[config.mk]
export PLATFORM = sky130hd
export DESIGN_NAME = lad_cascade_decoder
export DESIGN_NICKNAME = d
export VERILOG_FILES = /design/src/rtl/lad_pkg.sv /design/src/rtl/lad_rst_sync.sv /design/src/rtl/lad_addr_hold.sv /design/src/rtl/lad_line_dec.sv /design/src/rtl/lad_cell.sv /design/src/rtl/lad_cascade_decoder.sv
export SDC_FILE = /design/constraint.sdc
export NUM_CORES = 1
export LEC_CHECK = 0
export BUFFER_PORTS_ARGS = -buffer_cell sky130_fd_sc_hd__buf_2
export CAP_MARGIN = 5
export CELL_PAD_IN_SITES_DETAIL_PLACEMENT = 0
export CELL_PAD_IN_SITES_GLOBAL_PLACEMENT = 1
export CORE_UTILIZATION = 36
export CTS_CLUSTER_DIAMETER = 200
export DETAILED_ROUTE_END_ITERATION = 16
export PLACE_DENSITY_LB_ADDON = 0.1
export SETUP_SLACK_MARGIN = 0.15
export SLEW_MARGIN = 5
export SYNTH_ARGS = -nofsm -noshare
export SYNTH_HDL_FRONTEND = slang
export SYNTH_SLANG_ARGS = --single-unit
export TNS_END_PERCENT = 1
[constraint.sdc]
create_clock -name clk -period 1.55 [get_ports clk]
set_clock_uncertainty 0.1 [all_clocks]
set_input_delay 0.0775 -clock clk [delete_from_list [all_inputs] [get_ports clk]]
set_output_delay 0.0775 -clock clk [all_outputs]
set_load 0.01 [all_outputs]
[src/rtl/lad_pkg.sv]
package lad_pkg;
  localparam int unsigned DEF_SEL_W       = 3;
  localparam int unsigned DEF_MIN_HOLD_HI = 2;

  typedef struct packed {
    logic hi;
    logic lo_n;
  } en_pair_t;

  function automatic logic en_active(en_pair_t e);
    return e.hi & ~e.lo_n;
  endfunction
endpackage

[src/rtl/lad_rst_sync.sv]
module lad_rst_sync #(
  parameter int unsigned STAGES = 2
) (
  input  logic clk,
  input  logic rst_n,
  output logic rst_q_n
);
  logic [STAGES-1:0] chain_q;
  logic [STAGES-1:0] chain_d;

  always_comb begin
    chain_d = {chain_q[STAGES-2:0], 1'b1};
  end

  always_ff @(posedge clk or negedge rst_n) begin
    if (!rst_n) chain_q <= '0;
    else        chain_q <= chain_d;
  end

  assign rst_q_n = chain_q[STAGES-1];
endmodule

[src/rtl/lad_addr_hold.sv]
module lad_addr_hold #(
  parameter int unsigned W = 3
) (
  input  logic         clk,
  input  logic         rst_n,
  input  logic         hold_i,
  input  logic [W-1:0] d_i,
  output logic [W-1:0] eff_o
);
  logic [W-1:0] q;
  logic [W-1:0] q_next;
  logic         load_en;

  assign load_en = ~hold_i;

  always_comb begin
    q_next = q;
    if (load_en) q_next = d_i;
  end

  always_ff @(posedge clk or negedge rst_n) begin
    if (!rst_n) q <= '0;
    else        q <= q_next;
  end

  assign eff_o = hold_i ? q : d_i;
endmodule

[src/rtl/lad_line_dec.sv]
module lad_line_dec #(
  parameter int unsigned W = 3,
  localparam int unsigned N = 1 << W
) (
  input  logic         en_i,
  input  logic [W-1:0] idx_i,
  output logic [N-1:0] line_n_o
);
  for (genvar k = 0; k < N; k++) begin : g_line
    assign line_n_o[k] = ~(en_i && (idx_i == W'(k)));
  end
endmodule

[src/rtl/lad_cell.sv]
module lad_cell
  import lad_pkg::*;
#(
  parameter int unsigned SEL_W       = DEF_SEL_W,
  parameter int unsigned MIN_HOLD_HI = DEF_MIN_HOLD_HI,
  localparam int unsigned N          = 1 << SEL_W,
  localparam int unsigned CW         = $clog2(MIN_HOLD_HI + 1) + 1
) (
  input  logic             clk,
  input  logic             rst_n,
  input  logic             hold_i,
  input  en_pair_t         en_i,
  input  logic [SEL_W-1:0] sel_i,
  output logic [N-1:0]     line_n_o
);
  logic [SEL_W-1:0] eff_sel;
  logic             en;

  assign en = en_active(en_i);

  lad_addr_hold #(.W(SEL_W)) u_hold (
    .clk    (clk),
    .rst_n  (rst_n),
    .hold_i (hold_i),
    .d_i    (sel_i),
    .eff_o  (eff_sel)
  );

  lad_line_dec #(.W(SEL_W)) u_dec (
    .en_i     (en),
    .idx_i    (eff_sel),
    .line_n_o (line_n_o)
  );

  // pulse-width counter used only by the R9 check
  logic [CW-1:0] hi_cnt_q;
  logic [CW-1:0] hi_cnt_d;

  always_comb begin
    hi_cnt_d = hi_cnt_q;
    if (!hold_i)                         hi_cnt_d = '0;
    else if (hi_cnt_q < CW'(MIN_HOLD_HI)) hi_cnt_d = hi_cnt_q + 1'b1;
  end

  always_ff @(posedge clk or negedge rst_n) begin
    if (!rst_n) hi_cnt_q <= '0;
    else        hi_cnt_q <= hi_cnt_d;
  end

  a_r4_disabled_all_high: assert property (@(posedge clk) disable iff (!rst_n)
    !(en_i.hi && !en_i.lo_n) |-> (&line_n_o));

  a_r5_single_low: assert property (@(posedge clk) disable iff (!rst_n)
    (en_i.hi && !en_i.lo_n) |-> ($countones(~line_n_o) == 1));

  a_r3_held_stable: assert property (@(posedge clk) disable iff (!rst_n)
    (hold_i && $past(hold_i) && $stable(en_i)) |-> $stable(line_n_o));

  a_r8_setup: assert property (@(posedge clk) disable iff (!rst_n)
    $rose(hold_i) |-> $stable(sel_i));

  a_r9_min_width: assert property (@(posedge clk) disable iff (!rst_n)
    $fell(hold_i) |-> (hi_cnt_q >= CW'(MIN_HOLD_HI)));
endmodule

[src/rtl/lad_cascade_decoder.sv]
module lad_cascade_decoder
  import lad_pkg::*;
#(
  parameter int unsigned SEL_W       = DEF_SEL_W,
  parameter int unsigned MIN_HOLD_HI = DEF_MIN_HOLD_HI,
  localparam int unsigned ADDR_W     = 2 * SEL_W,
  localparam int unsigned CELL_N     = 1 << SEL_W,
  localparam int unsigned LINES      = 1 << ADDR_W
) (
  input  logic              clk,
  input  logic              rst_n,
  input  logic              hold_i,
  input  logic              en_hi_i,
  input  logic              en_lo_n_i,
  input  logic [ADDR_W-1:0] addr_i,
  output logic [LINES-1:0]  line_n_o
);
  logic            rst_q_n;
  logic            rst_cell_n;
  en_pair_t        front_en;
  logic [CELL_N-1:0] front_n;
  en_pair_t        back_en [CELL_N];

  lad_rst_sync #(.STAGES(2)) u_rst (
    .clk     (clk),
    .rst_n   (rst_n),
    .rst_q_n (rst_q_n)
  );

  // store clears immediately on assertion, leaves reset in step with the clock
  assign rst_cell_n = rst_q_n & rst_n;

  assign front_en.hi   = en_hi_i;
  assign front_en.lo_n = en_lo_n_i;

  lad_cell #(.SEL_W(SEL_W), .MIN_HOLD_HI(MIN_HOLD_HI)) u_front (
    .clk      (clk),
    .rst_n    (rst_cell_n),
    .hold_i   (hold_i),
    .en_i     (front_en),
    .sel_i    (addr_i[ADDR_W-1:SEL_W]),
    .line_n_o (front_n)
  );

  for (genvar k = 0; k < CELL_N; k++) begin : g_back
    assign back_en[k].hi   = 1'b1;
    assign back_en[k].lo_n = front_n[k];

    lad_cell #(.SEL_W(SEL_W), .MIN_HOLD_HI(MIN_HOLD_HI)) u_back (
      .clk      (clk),
      .rst_n    (rst_cell_n),
      .hold_i   (hold_i),
      .en_i     (back_en[k]),
      .sel_i    (addr_i[SEL_W-1:0]),
      .line_n_o (line_n_o[k*CELL_N +: CELL_N])
    );
  end

  a_r10_one_line: assert property (@(posedge clk) disable iff (!rst_cell_n)
    (en_hi_i && !en_lo_n_i) |-> ($countones(~line_n_o) == 1));

  a_r4_top_idle: assert property (@(posedge clk) disable iff (!rst_cell_n)
    !(en_hi_i && !en_lo_n_i) |-> (&line_n_o));

  a_r2_live_index: assert property (@(posedge clk) disable iff (!rst_cell_n)
    (!hold_i && en_hi_i && !en_lo_n_i) |-> !line_n_o[addr_i]);
endmodule

==> metrics.md, run 1 <==
| Metric | Value |
|---|---|
| Seq/Total Area, Yosys | `roughly a third` |
| Top cells by count, synth | `90 x nand2_1, 29 x dfrtp_1, 21 x nand3b_1` |
| Clk Tree Root Cell | `clkbuf_8` |
| Ant diodes | `0` |
| Placed cell count | `approximately 420` |
| Final setup vio count | `64` |
| Post-Synth XOR/XNOR Area | `0%` |
| Wire per inst | `14.2 µm` |
| Area delta synth->final | `46.6%` |
| Die area | `between 6000 and 7000 µm²` |
| FF-to-FF path depth | `2` |
| RR Endpoint | `u_front.u_hold.q[1]$_DFF_PN0_` |
| All-Layer GR Usage | `around a fifth` |
| Crit-path max FO | `2` |
| Final net count | `about 370` |
| Reg clk slew, reported paths | `~0.060 ns` |
| Synth Area in Adders | `0%` |
| Vias/cell | `approximately 5.1` |
| Largest family of logic cells by synthesized area | `simple AND/OR/NAND/NOR gates` |
| R2r setup slk | `between 0.5 and 0.6 ns` |
| PD cells | `between 600 and 700 nW/µm²` |
| Unrepaired setup endpoints after global routing | `yes` |
| Detail Placement HPWL | `~4600 µm` |
| Starting Density | `about two fifths` |
| Netlist Area Pre-Place | `approximately 2200 µm²` |
| Post-synthesis simple-gate area fraction | `between 30% and 40%` |
| Pre-CTS WS | `-0.0517 ns` |
| Crit end category | `output pin` |
| Residual DRC | `0` |
| Worst skew pair latency | `0.27 ns` |
| Share of cells above drive strength 1 | `between 40% and 50%` |
| Leak Pwr | `~1.2 nW` |
| Top-area cell type share of the netlist area | `33.6%` |
| First-pass GRT wire length | `~10000 µm` |
| CP arrival | `1.58 ns` |
| Failing checks | `negative setup slack` |
| Largest net degree at the start of global routing | `28` |
| Synthesis Warnings | `0` |
| Fmax | `~570 MHz` |
| FF+latch count, synth | `29` |
| Cell Rows | `27` |
| Status | `finished with violations` |
| Final wirelength | `6180 µm` |
| Max VDD drop | `a little under 500 µV` |
| Num Clock Sinks | `29` |
| Die Y | `79.5 µm` |
| Post-DRT Antenna Nets | `0` |
| CTS Buf Count | `5` |
| Min cycle time layout | `around 1.8 ns` |
| Multiplexer share of the synthesized area | `6.25%` |
| Htree depth | `2` |
| Worst EP required | `roughly 1.4 ns` |
| Most frequent cell after synthesis | `nand2_1` |
| Syn nets | `around 270` |
| Top cells by area, synth | `dfrtp_1 34%, nand2_1 16%, nand3b_1 7.3%` |
| Crit path kind | `flop to output pin` |
| I/O Buffers | `74` |
| Min-delay src | `addr_i[3]` |
| CTS Buffer Depth | `2` |
| GPL Wtd Cong | `between 0.8 and 0.9` |
| Overall Power | `2.05 mW` |
| Worst hold-check path type | `primary input to flop` |
| Total grt overflow | `0` |
| Synth async-reset ratio | `between 90% and 100%` |
| Vias post-DR | `around 2200` |
| Fillers | `approximately 520` |
| Slew Limit Fails | `0` |
| Vias in the first global route | `slightly below 2000` |
| Max cap viols | `0` |
| Ys flop type | `dfrtp_1` |
| PnR worst setup slack | `-0.205 ns` |
| Worst Hold Path EP | `u_front.u_hold.q[0]$_DFF_PN0_` |
| Clock tree from TritonCTS | `built` |
| Syn Area/Cell | `8.38 µm²` |
| Final hold vios | `0` |
| Yosys cell types | `33` |
| Placeable Area | `between 5000 and 6000 µm²` |
| DRT iter0 DRCs | `83` |
| Synth area leader | `dfrtp_1` |
| TritonRoute pass-1 iters | `5` |
| Die width | `about 79 µm` |
| Min-Delay Path Depth | `2` |
| I/O Pins | `75` |
| CP startpoint kind | `flop` |
| Post-synth EDFFs | `0` |
| FF-to-FF Start | `u_front.u_hold.q[1]$_DFF_PN0_` |
| Post-Layout Cell Count | `~430` |
| Cell count after synthesis | `between 200 and 300` |
| Fin crit share | `113%` |
| Initial antenna violation count | `0` |
| Area fraction in compound gates after synthesis | `15.2%` |
-- through the flow --
step                      util, %  TNS (ns)  hold WS [ns]  area [µm²]
after floorplan                 -         0        -0.318        2160
after global placement       49.8    -0.119        -0.233        2810
after detailed placement     49.8    -0.658        -0.232        2810
after CTS                    52.8    -11.17        0.0241        2980
after global routing         56.1    -12.16        0.0275        3170
final                        56.1     -6.74        0.0396        3170
-- flip-flops by register name (all words and copies together) (netlist names) --
register	count
g_back.u_back.u_hold.q	24
u_front.u_hold.q	3
u_rst.chain_q	2
-- cell usage in the layout (no fill, tap or decap), types with 2 or more instances in the layout --
cell type	count
nand2_1	88
buf_2	74
buf_4	32
dfrtp_1	29
nand3b_1	21
nand3_1	14
a211oi_2	13
a22oi_2	10
or3b_1	8
mux2_2	7
o211ai_1	6
clkbuf_8	5
nand2b_1	4
nor3b_4	4
or3b_4	4
nor3_4	4
buf_6	4
nor3b_1	3
mux2_4	3
a21boi_4	3
a21oi_4	3
a211oi_1	3
clkbuf_1	3
nand2_2	2
or3_1	2
dlygate4sd3_1	2
buf_12	2
-- how the worst max path moves through the flow --
| stage | cells after the start | slack, ns | endpoint | start |
|---|---|---|---|---|
| global placement | 6 | -0.02 | line_n_o[10] | hold_i |
| detailed placement | 7 | -0.05 | line_n_o[61] | hold_i |
| global route | 5 | -0.28 | line_n_o[48] | g_back[6].u_back.u_hold.q[1]$_DFF_PN0_ |
| CTS | 5 | -0.24 | line_n_o[11] | u_front.u_hold.q[1]$_DFF_PN0_ |
| floorplan | 3 | 0.13 | line_n_o[4] | u_front.u_hold.q[1]$_DFF_PN0_ |
| finish | 5 | -0.21 | line_n_o[48] | g_back[6].u_back.u_hold.q[1]$_DFF_PN0_ |
-- critical path, cell delays in order, from the launching register on --
cell	delay, ns
dfrtp_1	0.37
or3b_1	0.39
a211oi_2	0.21
buf_4	0.15
nand2_1	0.05
buf_2	0.14
-- where the power goes --
group / switching [mW] / leakage (nW) / internal (mW)
sequential: 0.0367 / 0.360 / 0.825
combinational: 0.335 / 0.819 / 0.265
clock: 0.266 / 0.0395 / 0.318
total: 0.638 / 1.22 / 1.41
-- layout make-up --
class	count	area (µm²)	share of cell area, %
flip-flops and latches	29	726	22.9
well taps	72	90.1	2.84
multi-input cells	210	1550	48.9
inverters	1	6.26	0.198
repair buffers	114	716	22.6
clock buffers	8	80.1	2.53
-- what timing repair did --
item,4_1_cts,5_1_grt
hold buffers,2,0
cloned,0,0
pin swaps,8,14
endpoints found under the setup margin,64,64
endpoints found under the hold margin,29,0
gates resized for setup,15,35
buffers inserted,0,2
-- cells by family after synthesis --
kind of cell | count (synthesis)
flops | 29
compound gates | 40
buf+inv | 19
simple gates | 158
mux | 11
other cells | 1
-- metal layers --
layer | routed length (µm) | vias to the layer above | global-route usage, %
li1 | - | 1118 | -
met5 | 0 | - | 0
met4 | 52 | 0 | 5.64
met2 | 2860 | 60 | 32.2
met1 | 2930 | 1012 | 28.6
met3 | 338 | 5 | 2.86
Power figures use the tool's default switching activity.
==> inputs of run 2 (changes only) <==
==> constraint.sdc (replaced) <==
create_clock -name clk -period 1.8 [get_ports clk]
set_clock_uncertainty 0.1 [all_clocks]
set_input_delay 0.09 -clock clk [delete_from_list [all_inputs] [get_ports clk]]
set_output_delay 0.09 -clock clk [all_outputs]
set_load 0.01 [all_outputs]
==> run 2 against run 1 <==
- the flow now finishes without violations
- die area did not move
- cell area decreased by 5.7%
- flip-flop and latch count did not move
- final cell count is 3.7% lower
- register-to-register slack better by 0.22 ns
- power fell by 6.0%
- hold slack worse by 0.027 ns
- utilization decreased by 3.2 points
- non-clock buffer count shrank 16
- critical path depth down 1
- wire length up 4.4%
- first-iteration DRC count grew 7.2%
- critical path type unchanged
- critical endpoint is now line_n_o[49]
- highest routed layer unchanged
==> metrics.md, run 2 (synthesis gave the netlist of run 1 again) <==
| Metric | Value |
|---|---|
| Bufs and invs on worst path | `1` |
| Reg clk slew, reported paths | `approximately 0.070 ns` |
| Unrepaired setup endpoints after global routing | `yes` |
| PD cells | `roughly 640 nW/µm²` |
| Die width | `79.5 µm` |
| Crit-path max FO | `3` |
| Die area | `6320 µm²` |
| Max cap viols | `0` |
| Slew Limit Fails | `0` |
| Worst skew pair latency | `roughly 0.28 ns` |
| Final wirelength | `between 6000 and 7000 µm` |
| Cell Rows | `27` |
| Clock tree from TritonCTS | `built` |
| Share of cells above drive strength 1 | `45.1%` |
| Residual DRC | `0` |
| Crit-path leading delay family | `simple AND/OR/NAND/NOR gates` |
| All-Layer GR Usage | `a little over a fifth` |
| First-pass GRT wire length | `~10000 µm` |
| Fin Hold WS | `between 0.01 and 0.015 ns` |
| CP Cell Sequence | `or3b_1 > a211oi_2 > nand2_1 > buf_2` |
| Htree depth | `2` |
| Status | `finished, final reports clean` |
| CP max stage cell | `dfrtp_1` |
| Clk Tree Root Cell | `clkbuf_8` |
| Crit path kind | `flop to output pin` |
| I/O Pins | `75` |
| Max reg flops | `24` |
| Fillers | `roughly 520` |
| CP arrival | `1.56 ns` |
| DRT iter0 DRCs | `slightly below 90` |
| Ant diodes | `0` |
| Vias post-DR | `between 2000 and 2500` |
| Max VDD drop | `between 500 and 600 µV` |
| Fmax | `around 570 MHz` |
| Vias in the first global route | `around 2000` |
| CTS Buf Count | `5` |
| Area delta synth->final | `38.2%` |
| Final hold vios | `0` |
| Num Clock Sinks | `29` |
| Worst EP required | `between 1.5 and 2 ns` |
| Area of the multi-input gates | `about 1500 µm²` |
| Min cycle time layout | `around 1.8 ns` |
| Starting Density | `a little under two fifths` |
| TritonRoute pass-1 iters | `4` |
| Worst hold-check path type | `primary input to async pin` |
| Critical path's largest stage delay | `~0.4 ns` |
| Overall Power | `approximately 1.9 mW` |
| GPL Wtd Cong | `around 0.78` |
| Largest net degree at the start of global routing | `28` |
| Vias/cell | `approximately 5.3` |
| Detail Placement HPWL | `slightly below 5000 µm` |
| Final core occ | `52.9%` |
| I/O Buffers | `74` |
| Crit end category | `output pin` |
| CP startpoint kind | `flop` |
| Most frequent cells in the layout | `90 x nand2_1, 73 x buf_2, 29 x dfrtp_1, 22 x buf_4, 21 x nand3b_1` |
| Leak Pwr | `approximately 1.1 nW` |
| Fin crit share | `97.3%` |
| Regs by FF count | `g_back.u_back.u_hold.q x24, u_front.u_hold.q x3, u_rst.chain_q x2` |
| Largest Register | `g_back.u_back.u_hold.q` |
| Wire per inst | `between 15 and 20 µm` |
| Placeable Area | `between 5000 and 6000 µm²` |
| Initial antenna violation count | `0` |
| Final setup vio count | `0` |
| Storage cell area | `around 730 µm²` |
| Most common cell after layout, fill and taps aside | `nand2_1` |
| CTS Buffer Depth | `2` |
| Final net count | `approximately 360` |
| Post-DRT Antenna Nets | `0` |
| Total grt overflow | `0` |
| Die Y | `approximately 79 µm` |
-- run 2: cell count changes in the layout (fill, tap and decap cells not counted), moves of 3 or more --
cell      delta
mux2_4       -3
mux2_2       +3
clkbuf_1     -3
a211oi_1     +5
buf_6        -3
a211oi_2     -5
buf_4       -10
-- run 2: routing by layer --
metal,track usage [%],routed length (µm)
met1,28.5,3010
met2,34.4,3070
met3,4.00,342
met4,4.18,22
met5,0,0
-- run 2: power by group --
part | total (mW) | switching (mW) | internal, mW
Combinational | 0.452 | 0.264 | 0.187
Clock | 0.719 | 0.269 | 0.450
Sequential | 0.753 | 0.0426 | 0.710
-- run 2: timing repair --
item                                   4_1_cts  5_1_grt
hold buffers                                 1        0
pin swaps                                    4       20
buffers inserted                             5        3
setup endpoints to repair                   64       64
endpoints found under the hold margin       29        0
resized for setup                           20       14
-- run 2: worst register-to-register path, stage by stage (launching register included) --
cell and delay (ns):
dfrtp_1 0.39, buf_4 0.16, mux2_2 0.26
-- run 2: through the flow --
step / setup WS [ns] / std cells / setup TNS, ns / cell area (µm²)
after floorplan: 0.336 / 258 / 0 / 2160
after global placement: 0.0838 / 401 / 0 / 2620
after detailed placement: 0.0466 / 401 / 0 / 2620
after CTS: 0.0267 / 415 / 0 / 2890
after global routing: -0.0394 / 418 / -0.476 / 2990
final: 0.0491 / 418 / 0 / 2990
-- run 2: cell type report --
type	instances	area share (%)
sequential	29	24.3
timing repair buffer	98	18.7
clock inverter	2	1.26
tap	72	3.02
inverter	1	0.209
multi-input combinational	210	49.7
clock buffer	6	2.76
-- run 2: path summary, 6_finish.rpt --
kind	from	endpoint	slack [ns]	cells after the start
max in group asynchronous	rst_n	u_front.u_hold.q[2]$_DFF_PN0_	0.94	4
worst max-delay path	g_back[6].u_back.u_hold.q[2]$_DFF_PN0_	line_n_o[49]	0.05	4
worst min register to register	u_rst.chain_q[1]$_DFF_PN0_	g_back[7].u_back.u_hold.q[2]$_DFF_PN0_	0.25	2
worst max register to register	u_front.u_hold.q[1]$_DFF_PN0_	u_front.u_hold.q[1]$_DFF_PN0_	0.78	2
worst min-delay path	rst_n	u_rst.chain_q[0]$_DFF_PN0_	0.01	2
min in group clk	addr_i[3]	u_front.u_hold.q[0]$_DFF_PN0_	0.03	2
==> inputs of run 3 (changes only) <==
--- a/config.mk
+++ b/config.mk
@@ -5,11 +5,12 @@
 export SDC_FILE = /design/constraint.sdc
 export NUM_CORES = 1
 export LEC_CHECK = 0
+export ABC_AREA = 1
 export BUFFER_PORTS_ARGS = -buffer_cell sky130_fd_sc_hd__buf_2
 export CAP_MARGIN = 5
 export CELL_PAD_IN_SITES_DETAIL_PLACEMENT = 0
 export CELL_PAD_IN_SITES_GLOBAL_PLACEMENT = 1
-export CORE_UTILIZATION = 36
+export CORE_UTILIZATION = 33
 export CTS_CLUSTER_DIAMETER = 200
 export DETAILED_ROUTE_END_ITERATION = 16
 export PLACE_DENSITY_LB_ADDON = 0.1
==> run 3 against run 2 <==
- maximum frequency up 8.6%
- utilization fell by 7.8 points
- worst setup slack better by 0.14 ns
- global-route usage down 3.0 points
- register-to-register slack improved by 0.20 ns
- largest power group unchanged
- final cell count up 13%
- largest cell class unchanged
- wire length shrank 21%
==> metrics.md, run 3 <==
| Metric | Value |
|---|---|
| Synthesis Warnings | `0` |
| Htree depth | `2` |
| Largest net degree at the start of global routing | `28` |
| Final hold vios | `0` |
| Placeable Area | `5680 µm²` |
| Synth async-reset ratio | `100%` |
| Crit-path max FO | `8` |
| Num Clock Sinks | `29` |
| Setup_tns | `0 ns` |
| Fin crit share | `roughly nine tenths` |
| Setup Fix Bufs, Post-CTS | `0` |
| Starting Density | `between 30% and 40%` |
| FF-to-FF Start | `g_back[7].u_back.u_hold.q[2]$_DFF_PN0_` |
| Share of cells above drive strength 1 | `between 20% and 30%` |
| CP startpoint kind | `primary input` |
| Sw Share | `between 30% and 40%` |
| Clk Tree Root Cell | `clkbuf_8` |
| Min cycle time layout | `between 1.5 and 2 ns` |
| Sequential share of power | `a little over two fifths` |
| Netlist Area Pre-Place | `around 2000 µm²` |
| Syn Area/Cell | `about 6.3 µm²` |
| Die Y | `between 70 and 80 µm` |
| Most frequent cells in the layout | `145 x nand2_1, 75 x nor2_1, 74 x buf_2, 29 x dfrtp_1, 22 x inv_1` |
| Post-DRT Antenna Nets | `0` |
| Min-Delay Path Depth | `3` |
| Crit end category | `output pin` |
| Vias post-DR | `2046` |
| I/O Buffers | `74` |
| Number of gates resized after cts | `0` |
| CTS Buf Count | `5` |
| Worst Hold Path EP | `u_front.u_hold.q[1]$_DFF_PN0_` |
| Ys flop type | `dfrtp_1` |
| Worst hold-check path type | `primary input to flop` |
| Vias/cell | `approximately 4.3` |
| FF-to-FF path depth | `2` |
| Pre-CTS WS | `approximately 0.37 ns` |
| Die area | `roughly 6400 µm²` |
| Internal | `1.16 mW` |
| Slew Limit Fails | `0` |
| Placed cell count | `roughly 460` |
| Max VDD drop | `approximately 330 µV` |
| Top-area cell type share of the netlist area | `~36%` |
| Final net count | `412` |
| First-pass GRT wire length | `slightly below 9000 µm` |
| Max reg flops | `24` |
| Top cells by count, synth | `145 x nand2_1, 75 x nor2_1, 29 x dfrtp_1` |
| Residual DRC | `0` |
| R2r setup slk | `slightly below 1 ns` |
| Total grt overflow | `0` |
| Min-delay src | `addr_i[4]` |
| I/O Pins | `75` |
| Max cap viols | `0` |
| Clock power share | `34.7%` |
| Fin area | `2560 µm²` |
| Max-slew headroom | `between 50% and 60%` |
| CP arrival | `approximately 1.4 ns` |
| Post-Layout Cell Count | `474` |
| Syn nets | `330` |
| Most frequent cell after synthesis | `nand2_1` |
| Cell Rows | `27` |
| TritonRoute pass-1 iters | `4` |
| Detail Placement HPWL | `slightly below 4000 µm` |
| Wire per inst | `about 11 µm` |
| Fin Hold WS | `around 0.022 ns` |
| Top cells by area, synth | `dfrtp_1 36%, nand2_1 27%, nor2_1 14%` |
| Post-synth EDFFs | `0` |
| Crit path kind | `primary input to output pin` |
| CTS Buffer Depth | `2` |
| PD cells | `roughly 660 nW/µm²` |
| Final wirelength | `5080 µm` |
| Comb power frac | `~22%` |
| RR Endpoint | `g_back[7].u_back.u_hold.q[2]$_DFF_PN0_` |
| Leak Pwr | `approximately 1.3 nW` |
| Placed cell areas | `between 2000 and 2500 µm²` |
| Seq/Total Area, Yosys | `a little over a third` |
| Worst skew pair latency | `approximately 0.28 ns` |
| Ant diodes | `0` |
| Yosys cell types | `14` |
| Unrepaired setup endpoints after global routing | `yes` |
| GPL Wtd Cong | `0.767` |
| FF+latch count, synth | `29` |
| Overall Power | `1.68 mW` |
| Worst-margin pin slew | `0.601 ns` |
| Worst EP required | `1.61 ns` |
| All-Layer GR Usage | `around 18%` |
| Most common cell after layout, fill and taps aside | `nand2_1` |
| Reg clk slew, reported paths | `0.06 ns` |
| Fmax | `around 620 MHz` |
| Final core occ | `between 40% and 50%` |
| Status | `finished, final reports clean` |
| DRT iter0 DRCs | `between 70 and 80` |
| Vias in the first global route | `between 1500 and 2000` |
| Clock tree from TritonCTS | `built` |
| Largest Register | `g_back.u_back.u_hold.q` |
| PnR worst setup slack | `between 0.15 and 0.2 ns` |
| P_sw | `0.523 mW` |
| Initial antenna violation count | `0` |
| Synth area leader | `dfrtp_1` |
| Final setup vio count | `0` |
| Regs by FF count | `g_back.u_back.u_hold.q x24, u_front.u_hold.q x3, u_rst.chain_q x2` |
| Area delta synth->final | `28.5%` |
| Die width | `approximately 80 µm` |
| Cell count after synthesis | `approximately 320` |
[run 3: cell count changes after synthesis, sizes merged, moves of 10 or more]
| cell | previous run | this run |
|---|---|---|
| nand2 | 90 | 163 |
| nand3 | 15 | 1 |
| mux2 | 10 | 0 |
| or3b | 12 | 0 |
| nor2 | 0 | 84 |
| nand3b | 21 | 0 |
| a22oi | 10 | 0 |
| a211oi | 16 | 0 |
| inv | 1 | 26 |
[run 3: cell families (layout without fill, tap and decap cells)]
kind of cell / count (synthesis) / in the layout / share of synthesized area, %
buffers and inverters: 31 / 114 / 7.08
other: 1 / 1 / 0.188
and+or+nand+nor: 248 / 248 / 53.5
AOI/OAI and AO/OA: 10 / 10 / 2.88
DFF: 29 / 29 / 36.4
[run 3: final cells by class]
type | count | area (µm²)
timing repair buffer | 80 | 420
inverter | 26 | 97.6
clock buffer | 7 | 96.3
sequential | 29 | 726
clock inverter | 1 | 5.00
multi-input combinational | 259 | 1130
tap | 72 | 90.1
fill | 617 | 3110
[run 3: per-layer routing]
metal	global-route usage [%]	part of all wire [%]	vias to the layer above
met1	24.5	50	875
met3	3.66	4.9	5
met4	6.96	1.5	0
met2	27.9	44	59
met5	0	0	-
li1	-	-	1107
[run 3: worst max-delay path, stage by stage]
cell	delay, ns
buf_2	0.09
dlygate4sd3_1	0.55
nand2_1	0.06
nand2_2	0.09
nand2_2	0.10
nor2_4	0.21
nand2_1	0.08
buf_2	0.14
[run 3: repair_timing]
| item | 4_1_cts | 5_1_grt |
|---|---|---|
| hold buffers | 2 | 0 |
| endpoints found under the setup margin | 0 | 64 |
| hold endpoints to repair | 30 | 0 |
[run 3: power groups by stage]
stage               registers [mW]  logic [mW]  clock network, mW
floorplan                    0.735       0.291                  0
global placement             0.738       0.372                  0
detailed placement           0.739       0.372                  0
CTS                          0.728       0.377              0.606
global route                 0.734       0.434              0.640
finish                       0.728       0.371              0.584
[run 3: worst max path at each step]
| stage | start | end | slack, ns | depth (start not counted) |
|---|---|---|---|---|
| after floorplan | u_front.u_hold.q[2]$_DFF_PN0_ | line_n_o[10] | 0.70 | 4 |
| after global placement | hold_i | line_n_o[57] | 0.39 | 8 |
| after global routing | u_front.u_hold.q[1]$_DFF_PN0_ | line_n_o[32] | 0.08 | 7 |
| after detailed placement | hold_i | line_n_o[4] | 0.37 | 7 |
| after CTS | addr_i[3] | line_n_o[41] | 0.19 | 8 |
| final | addr_i[3] | line_n_o[46] | 0.19 | 8 |
